File: config.mk
export PLATFORM = sky130hd
export DESIGN_NAME = tx_desc_ring
export DESIGN_NICKNAME = d
export VERILOG_FILES = /design/src/rtl/tx_desc_ring.sv
export SDC_FILE = /design/constraint.sdc
export NUM_CORES = 1
export LEC_CHECK = 0
export BUFFER_PORTS_ARGS = -buffer_cell sky130_fd_sc_hd__buf_2
export CORE_MARGIN = 4
export CORE_UTILIZATION = 55
export CTS_BUF_LIST = sky130_fd_sc_hd__clkbuf_8
export DETAILED_ROUTE_END_ITERATION = 7
export GPL_ROUTABILITY_DRIVEN = 0
export PLACE_DENSITY = 0.89
export SLEW_MARGIN = 20
export SYNTH_ARGS = -nofsm -noshare
export SYNTH_HDL_FRONTEND = slang
export SYNTH_SLANG_ARGS = --single-unit
File: constraint.sdc
create_clock -name clk -period 3.1 [get_ports clk]
set_input_delay 0.93 -clock clk [delete_from_list [all_inputs] [get_ports clk]]
set_output_delay 0.93 -clock clk [all_outputs]
set_load 0.02 [all_outputs]
File: src/rtl/tx_desc_ring.sv
module tx_desc_ring #(
  parameter int AW        = 32,
  parameter int MAX_DESC  = 1024,
  parameter int MAX_FRAME = 2032
) (
  input  logic          clk,
  input  logic          rst_n,
  input  logic          ctrl_en,
  input  logic          tx_demand,
  input  logic          ring_set,
  input  logic [AW-1:0] ring_base,
  output logic          mem_req,
  output logic          mem_we,
  output logic [AW-1:0] mem_addr,
  output logic [31:0]   mem_wdata,
  input  logic [31:0]   mem_rdata,
  input  logic          mem_ack,
  output logic          out_valid,
  output logic [7:0]    out_data,
  output logic          out_sop,
  output logic          out_eop,
  output logic          ev_buf,
  output logic          ev_frame,
  output logic          ev_babble,
  output logic          busy
);
  localparam int FW = $clog2(MAX_FRAME + 1);
  localparam int CW = $clog2(MAX_DESC + 1);

  typedef enum logic [2:0] {S_IDLE, S_RD0, S_RD1, S_DRD, S_DST, S_WB} st_t;

  st_t           st;
  logic [AW-1:0] cur, ptr;
  logic          pend, trunc;
  logic [CW-1:0] dcnt;
  logic [15:0]   flg, len, remain;
  logic [FW-1:0] fsize;
  logic [31:0]   word;
  logic [7:0]    hold;
  logic          hold_v, hold_first;

  logic [16:0] room, take;
  logic [15:0] flg_wb;
  logic [7:0]  lane_byte;

  assign room      = 17'(MAX_FRAME) - 17'(fsize);
  assign take      = ({1'b0, len} > room) ? room : {1'b0, len};
  assign flg_wb    = flg & 16'h7fff;
  assign lane_byte = word[{ptr[1:0], 3'b000} +: 8];

  assign busy      = (st != S_IDLE);
  assign mem_req   = (st == S_RD0) || (st == S_RD1) || (st == S_DRD) || (st == S_WB);
  assign mem_we    = (st == S_WB);
  assign mem_wdata = {len[7:0], len[15:8], flg_wb[7:0], flg_wb[15:8]};

  always_comb begin
    case (st)
      S_RD1:   mem_addr = cur + AW'(4);
      S_DRD:   mem_addr = {ptr[AW-1:2], 2'b00};
      default: mem_addr = cur;
    endcase
  end

  always_ff @(posedge clk or negedge rst_n) begin
    if (!rst_n) begin
      st         <= S_IDLE;
      cur        <= '0;
      ptr        <= '0;
      pend       <= 1'b0;
      trunc      <= 1'b0;
      dcnt       <= '0;
      flg        <= '0;
      len        <= '0;
      remain     <= '0;
      fsize      <= '0;
      word       <= '0;
      hold       <= '0;
      hold_v     <= 1'b0;
      hold_first <= 1'b0;
      out_valid  <= 1'b0;
      out_data   <= '0;
      out_sop    <= 1'b0;
      out_eop    <= 1'b0;
      ev_buf     <= 1'b0;
      ev_frame   <= 1'b0;
      ev_babble  <= 1'b0;
    end else begin
      out_valid <= 1'b0;
      out_sop   <= 1'b0;
      out_eop   <= 1'b0;
      ev_buf    <= 1'b0;
      ev_frame  <= 1'b0;
      ev_babble <= 1'b0;
      if (st != S_IDLE && tx_demand && ctrl_en) pend <= 1'b1;

      case (st)
        S_IDLE: begin
          if (ring_set) cur <= ring_base;
          if (pend || (tx_demand && ctrl_en)) begin
            pend <= 1'b0;
            dcnt <= '0;
            st   <= S_RD0;
          end
        end

        S_RD0: if (mem_ack) begin
          flg <= {mem_rdata[7:0], mem_rdata[15:8]};
          len <= {mem_rdata[23:16], mem_rdata[31:24]};
          st  <= mem_rdata[7] ? S_RD1 : S_IDLE;
        end

        S_RD1: if (mem_ack) begin
          ptr    <= AW'({mem_rdata[7:0], mem_rdata[15:8], mem_rdata[23:16], mem_rdata[31:24]});
          trunc  <= ({1'b0, len} > room);
          remain <= take[15:0];
          st     <= (take == 17'd0) ? S_WB : S_DRD;
        end

        S_DRD: if (mem_ack) begin
          word <= mem_rdata;
          st   <= S_DST;
        end

        S_DST: begin
          if (hold_v) begin
            out_valid <= 1'b1;
            out_data  <= hold;
            out_sop   <= hold_first;
          end
          hold       <= lane_byte;
          hold_v     <= 1'b1;
          hold_first <= (fsize == '0);
          ptr        <= ptr + AW'(1);
          remain     <= remain - 16'd1;
          fsize      <= fsize + FW'(1);
          if (remain == 16'd1)       st <= S_WB;
          else if (ptr[1:0] == 2'd3) st <= S_DRD;
        end

        S_WB: if (mem_ack) begin
          ev_babble <= trunc;
          if (flg[11]) begin
            ev_frame <= 1'b1;
            fsize    <= '0;
            if (hold_v) begin
              out_valid <= 1'b1;
              out_data  <= hold;
              out_sop   <= hold_first;
              out_eop   <= 1'b1;
              hold_v    <= 1'b0;
            end
          end else begin
            ev_buf <= 1'b1;
          end
          cur  <= flg[13] ? ring_base : cur + AW'(8);
          dcnt <= dcnt + CW'(1);
          st   <= (dcnt == CW'(MAX_DESC - 1)) ? S_IDLE : S_RD0;
        end

        default: st <= S_IDLE;
      endcase
    end
  end
endmodule

# Yosys cells after proc, flatten, opt, wreduce, memory -nomap -nowiden
# Cells that the tools add are included.
# word_totals
reg_bits,194
inputBits,70
output_inout_bits,81
elab_cells,122
# op_classes
n_addsub,7
order_cmp,1
n_eq_ne,16
shift,1
n_mux,54
reduce_logical,22
# op_table
operator,count
one-hot mux 32 bit (2 select lines),3
2-to-1 mux 32 bit,4
2-to-1 mux 11 bit,4
one-hot mux 11 bit (2 select lines),2
adder 32 x 1 -> 32 bit (second input constant),1
adder 32 x 3 -> 32 bit (second input constant),1
adder 32 x 4 -> 32 bit (second input constant),1
one-hot mux 16 bit (2 select lines),1
indexed part select 32 x 6 -> 8 bit,1
2-to-1 mux 3 bit,8
2-to-1 mux 8 bit,3
adder 11 x 1 -> 11 bit (second input constant),2
2-to-1 mux 1 bit,21
one-hot mux 3 bit (6 select lines),1
> comparator 16 x 17 -> 1 bit,1
zero test 17 bit,1
2-to-1 mux 17 bit,1
equality test 16 x 1 -> 1 bit (second input constant),1
2-to-1 mux 16 bit,1
one-hot mux 8 bit (2 select lines),1
subtractor 16 x 1 -> 16 bit (second input constant),1
subtractor 11 x 11 -> 12 bit (first input constant),1
equality test 11 x 10 -> 1 bit (second input constant),1
zero test 11 bit,1
other kinds (17),38

# Longest topological paths before layout
# logic_depth
depth_word,7
mapped_depth,15
mapped_depth_nobuf,14

# Worst setup path after synthesis
# No wires, ideal clock.
# synth_timing
kind,flip-flop to flip-flop
startpoint,register fsize[0]
endpoint,register remain[11]
setup_time_ns,0.126
arrival_time_ns,3.171
required_ns,2.974
slack_ns,-0.197
stages_incl_launch_ff,16
path_buffers,1
period_less_slack_ns,3.297
cell_sequence,dfrtp_1 -> inv_1 -> ha_1 -> nor3b_1 -> nor3_1 -> xnor2_1 -> inv_1 -> ha_1 -> nand4_1 -> nor2_1 -> a311oi_1 -> a2bb2oi_1 -> o21ai_2 -> buf_6 -> a221oi_1 -> nor2_1
# synth_via
elab_chain_cells,5
# synth_lines
element,line,text
start: declaration,37,logic [FW-1:0] fsize;
start signal: assignment,135,fsize <= fsize + FW'(1);
subtractor 11 x 11 -> 12 bit (*),46,assign room = 17'(MAX_FRAME) - 17'(fsize);
> comparator 16 x 17 -> 1 bit,47,"assign take = ({1'b0, len} > room) ? room : {1'b0, len};"
2-to-1 mux 17 bit (*),47,
2-to-1 mux 16 bit (*),112,S_RD1: if (mem_ack) begin
one-hot mux 16 bit (2 select lines) (*),96,case (st)
end signal: assignment,115,remain <= take[15:0];
end signal: assignment,134,remain <= remain - 16'd1;
end: declaration,36,"logic [15:0] flg, len, remain;"
# Mark *: on every way between the ends. The rest lies on a longest branch, timed or not. The select of a mux whose other input is x is not followed.
# A chain may end at the register's enable or synchronous reset.

# Final worst setup path
# layout_timing
startpoint,register cur[3]
endpoint,output mem_addr[17]
# layout_via
elab_chain_cells,2
# layout_lines
element,line,text
start: declaration,33,"logic [AW-1:0] cur, ptr;"
start signal: assignment,98,if (ring_set) cur <= ring_base;
start signal: assignment,155,cur <= flg[13] ? ring_base : cur + AW'(8);
adder 32 x 3 -> 32 bit,58,S_RD1: mem_addr = cur + AW'(4);
one-hot mux 32 bit (2 select lines),57,case (st)
end: declaration,14,"output logic [AW-1:0] mem_addr,"
# Every way passes these cells.

==> run summary <==
First-pass GRT wire length: 60.3 mm
Port Buffers: 149
Sequential area share after synthesis: 0.426
Failing checks: DRC, setup timing
Routed vias/inst: 6.92
Largest net degree at the start of global routing: 68
WL per Instance: 22.8 um
IO Pins: 151
RSZ-0062 raised after global routing: yes
Area of the core: 0.0203 mm^2
P&R area growth vs syn: 24.4%
Num rows: 52
Worst setup SP type: register
Most used DFF post-synth: dfrtp_1
Placement Cell Area: 0.0128 mm^2
Filler instances: 1,433
Area share of the largest cell type after synthesis: 0.426
Leak Pwr: 6.19 nW
Vias in the first global route: 11.3k
Layout Nets: 1,590
Grt ovf: 0
Tcrit/Tclk final: 1.16
Layout cells sized above 1: 0.323
Longest Clk Path Bufs: 2
Synth cell count leaders: 194 x dfrtp_1, 184 x nand2_1, 146 x o21ai_0
Status: complete, but fails checks
Clock latency on the worst-skew pair: 0.51 ns
Max-cap violations: 0
Pre-Repair DR Iteration Count: 8
Final Max Tran Viols: 0
Cell taking the most area after synthesis: dfrtp_1
Asr flop ratio synth: 1.00
Skew final: 0.0205 ns
Synthesized area: 0.0114 mm^2
Num CTS Buffers: 17
Initial core utilization: 0.562
Final setup viols: 41
Root Buffer: clkbuf_8
Vias: 12.3k
Library cells used by synthesis: 77
CP Capture Type: output port
CP Class: register to output port
Die X: 152 um
Max VDD drop: 827 uV
Relative slew slack: 0.533
Routed Wire Length: 40.6 mm
Synth Instances: 1,303
Synthesized net count: 1,398
Min Hold Slack: 0.412 ns
Number of synthesized flops with an enable pin: 0
Ant. Diodes: 0
Mean post-synth cell area: 8.75 um^2
Multi-input logic area: 0.00660 mm^2
Worst-path clk slew: 0.12 ns
HP Class: input port to asynchronous set/reset pin
Fin crit period: 3.59 ns
Total GRT Usage: 0.318
# DRC: 1
Worst Path Required: 2.17 ns
Die Ht: 152 um
Hold buffers post-CTS: 0
Finished Core Util: 0.699
Num Clock Sinks: 194
Top post-synthesis cells by area: dfrtp_1 43%, o21ai_0 6.4%, nand2_1 6.1%
Hold Vio Cnt, Final: 0
Register area: 0.00486 mm^2
Least-Margin Pin Slew: 0.693 ns
Synth Warn #: 0
Arr. time, crit path: 2.66 ns
Most frequent cell after synthesis: dfrtp_1
Full die area: 0.0231 mm^2
Antenna violations before repair: 0
Detailed Place HPWL: 25.8 mm
CTS tree: done
FMAX: 279 MHz
Post-route cell area: 0.0142 mm^2
FF+latch count, synth: 194
PwrDens: 1140 mW/mm^2
Worst setup margin: -0.487 ns
Critical Path Fanout Max: 6
H-tree depth: 4
ANT nets after route: 0
Initial DRC Count: 1,770
## worst paths after layout
| path | end | cells past startpoint | slack [ns] | startpoint |
|---|---|---|---|---|
| setup / recovery | mem_addr[17] | 10 | -0.49 | cur[3] |
| hold / removal | fsize[4] | 1 | 0.41 | rst_n |
| setup reg to reg | remain[10] | 16 | -0.41 | fsize[1] |
| hold reg to reg | out_data[3] | 2 | 0.49 | out_data[3] |
| max in group asynchronous | st[2] | 2 | 1.83 | rst_n |
| min in group clk | out_data[3] | 2 | 0.49 | out_data[3] |
## report_power, final
group	internal, mW	switching, mW	leakage (nW)
combinational	4.05	5.35	3.61
clock	0.691	1.08	0.209
sequential	3.62	1.38	2.38
total	8.36	7.81	6.19
## final cells by class
type,count,area share
clock buffers,17,0.0165
flip-flops and latches,194,0.343
repair buffers,267,0.130
inverters,33,0.00873
well taps,270,0.0238
clock inverters,15,0.0133
multi-input cells,982,0.465
## logic make-up (layout without fill, tap and decap cells)
logic type      Yosys count  in the layout  synth area share
mux                      84             84            0.0891
buf+inv                 127            332            0.0450
other cells               1              1          0.000329
flops                   194            194             0.426
fa+ha+maj                25             25            0.0274
xor+xnor                 10             10           0.00768
compound gates          379            379             0.197
simple gates            483            483             0.208
## worst max-delay path, cell delays in order, from the launching register on
cell and delay, ns:
dfrtp_1 0.41, ha_2 0.21, nand2_2 0.08, nor3_4 0.24
buf_4 0.18, and4_4 0.27, nand4_1 0.16, nor3_2 0.17
a21oi_1 0.08, o21ai_1 0.17, buf_2 0.19
## what timing repair did
item                       CTS  global route
gates cloned                 1             0
gates resized for setup     74            92
pin swaps                   25            55
buffers inserted            25            22
setup endpoints to repair   39            50
## flip-flops by register name, summed over array words and instances (netlist names), 3 cells and up
signal and cells:
flg 15, remain 16, word 32, out_data 8
st 3, len 16, ptr 32, fsize 11
dcnt 11, cur 32, hold 8
## layout by cell type, fill, tap and decap left out, types with 21 or more instances in the layout
cell type,synthesis,routed
a21oi_1,106,94
a31oi_1,22,22
and3_1,24,21
buf_2,17,129
buf_4,2,112
dfrtp_1,194,189
inv_1,31,28
mux2_2,60,55
nand2_1,184,177
nand3_1,57,51
nand4_1,23,23
nor2_1,81,72
nor3_1,35,26
o21ai_0,146,129
## through the flow
stage | power [mW] | cells | setup slack, ns | TNS (ns)
final | 16.2 | 1778 | -0.487 | -12.94
after floorplan | 9.56 | 1303 | -0.0294 | -0.0294
after detailed placement | 12.3 | 1703 | -0.153 | -1.29
after CTS | 14.6 | 1760 | -0.384 | -6.19
after global routing | 16.9 | 1778 | -0.556 | -15.64
after global placement | 12.0 | 1703 | 0.0307 | 0
## routing by layer
layer	GRT usage	vias to the layer above	wire length (um)
met5	0	-	0
met4	0.134	0	2310
met3	0.0873	269	5520
met2	0.484	1122	18200
met1	0.430	5764	14600
li1	-	5145	-
Power figures use the tool's default switching activity.
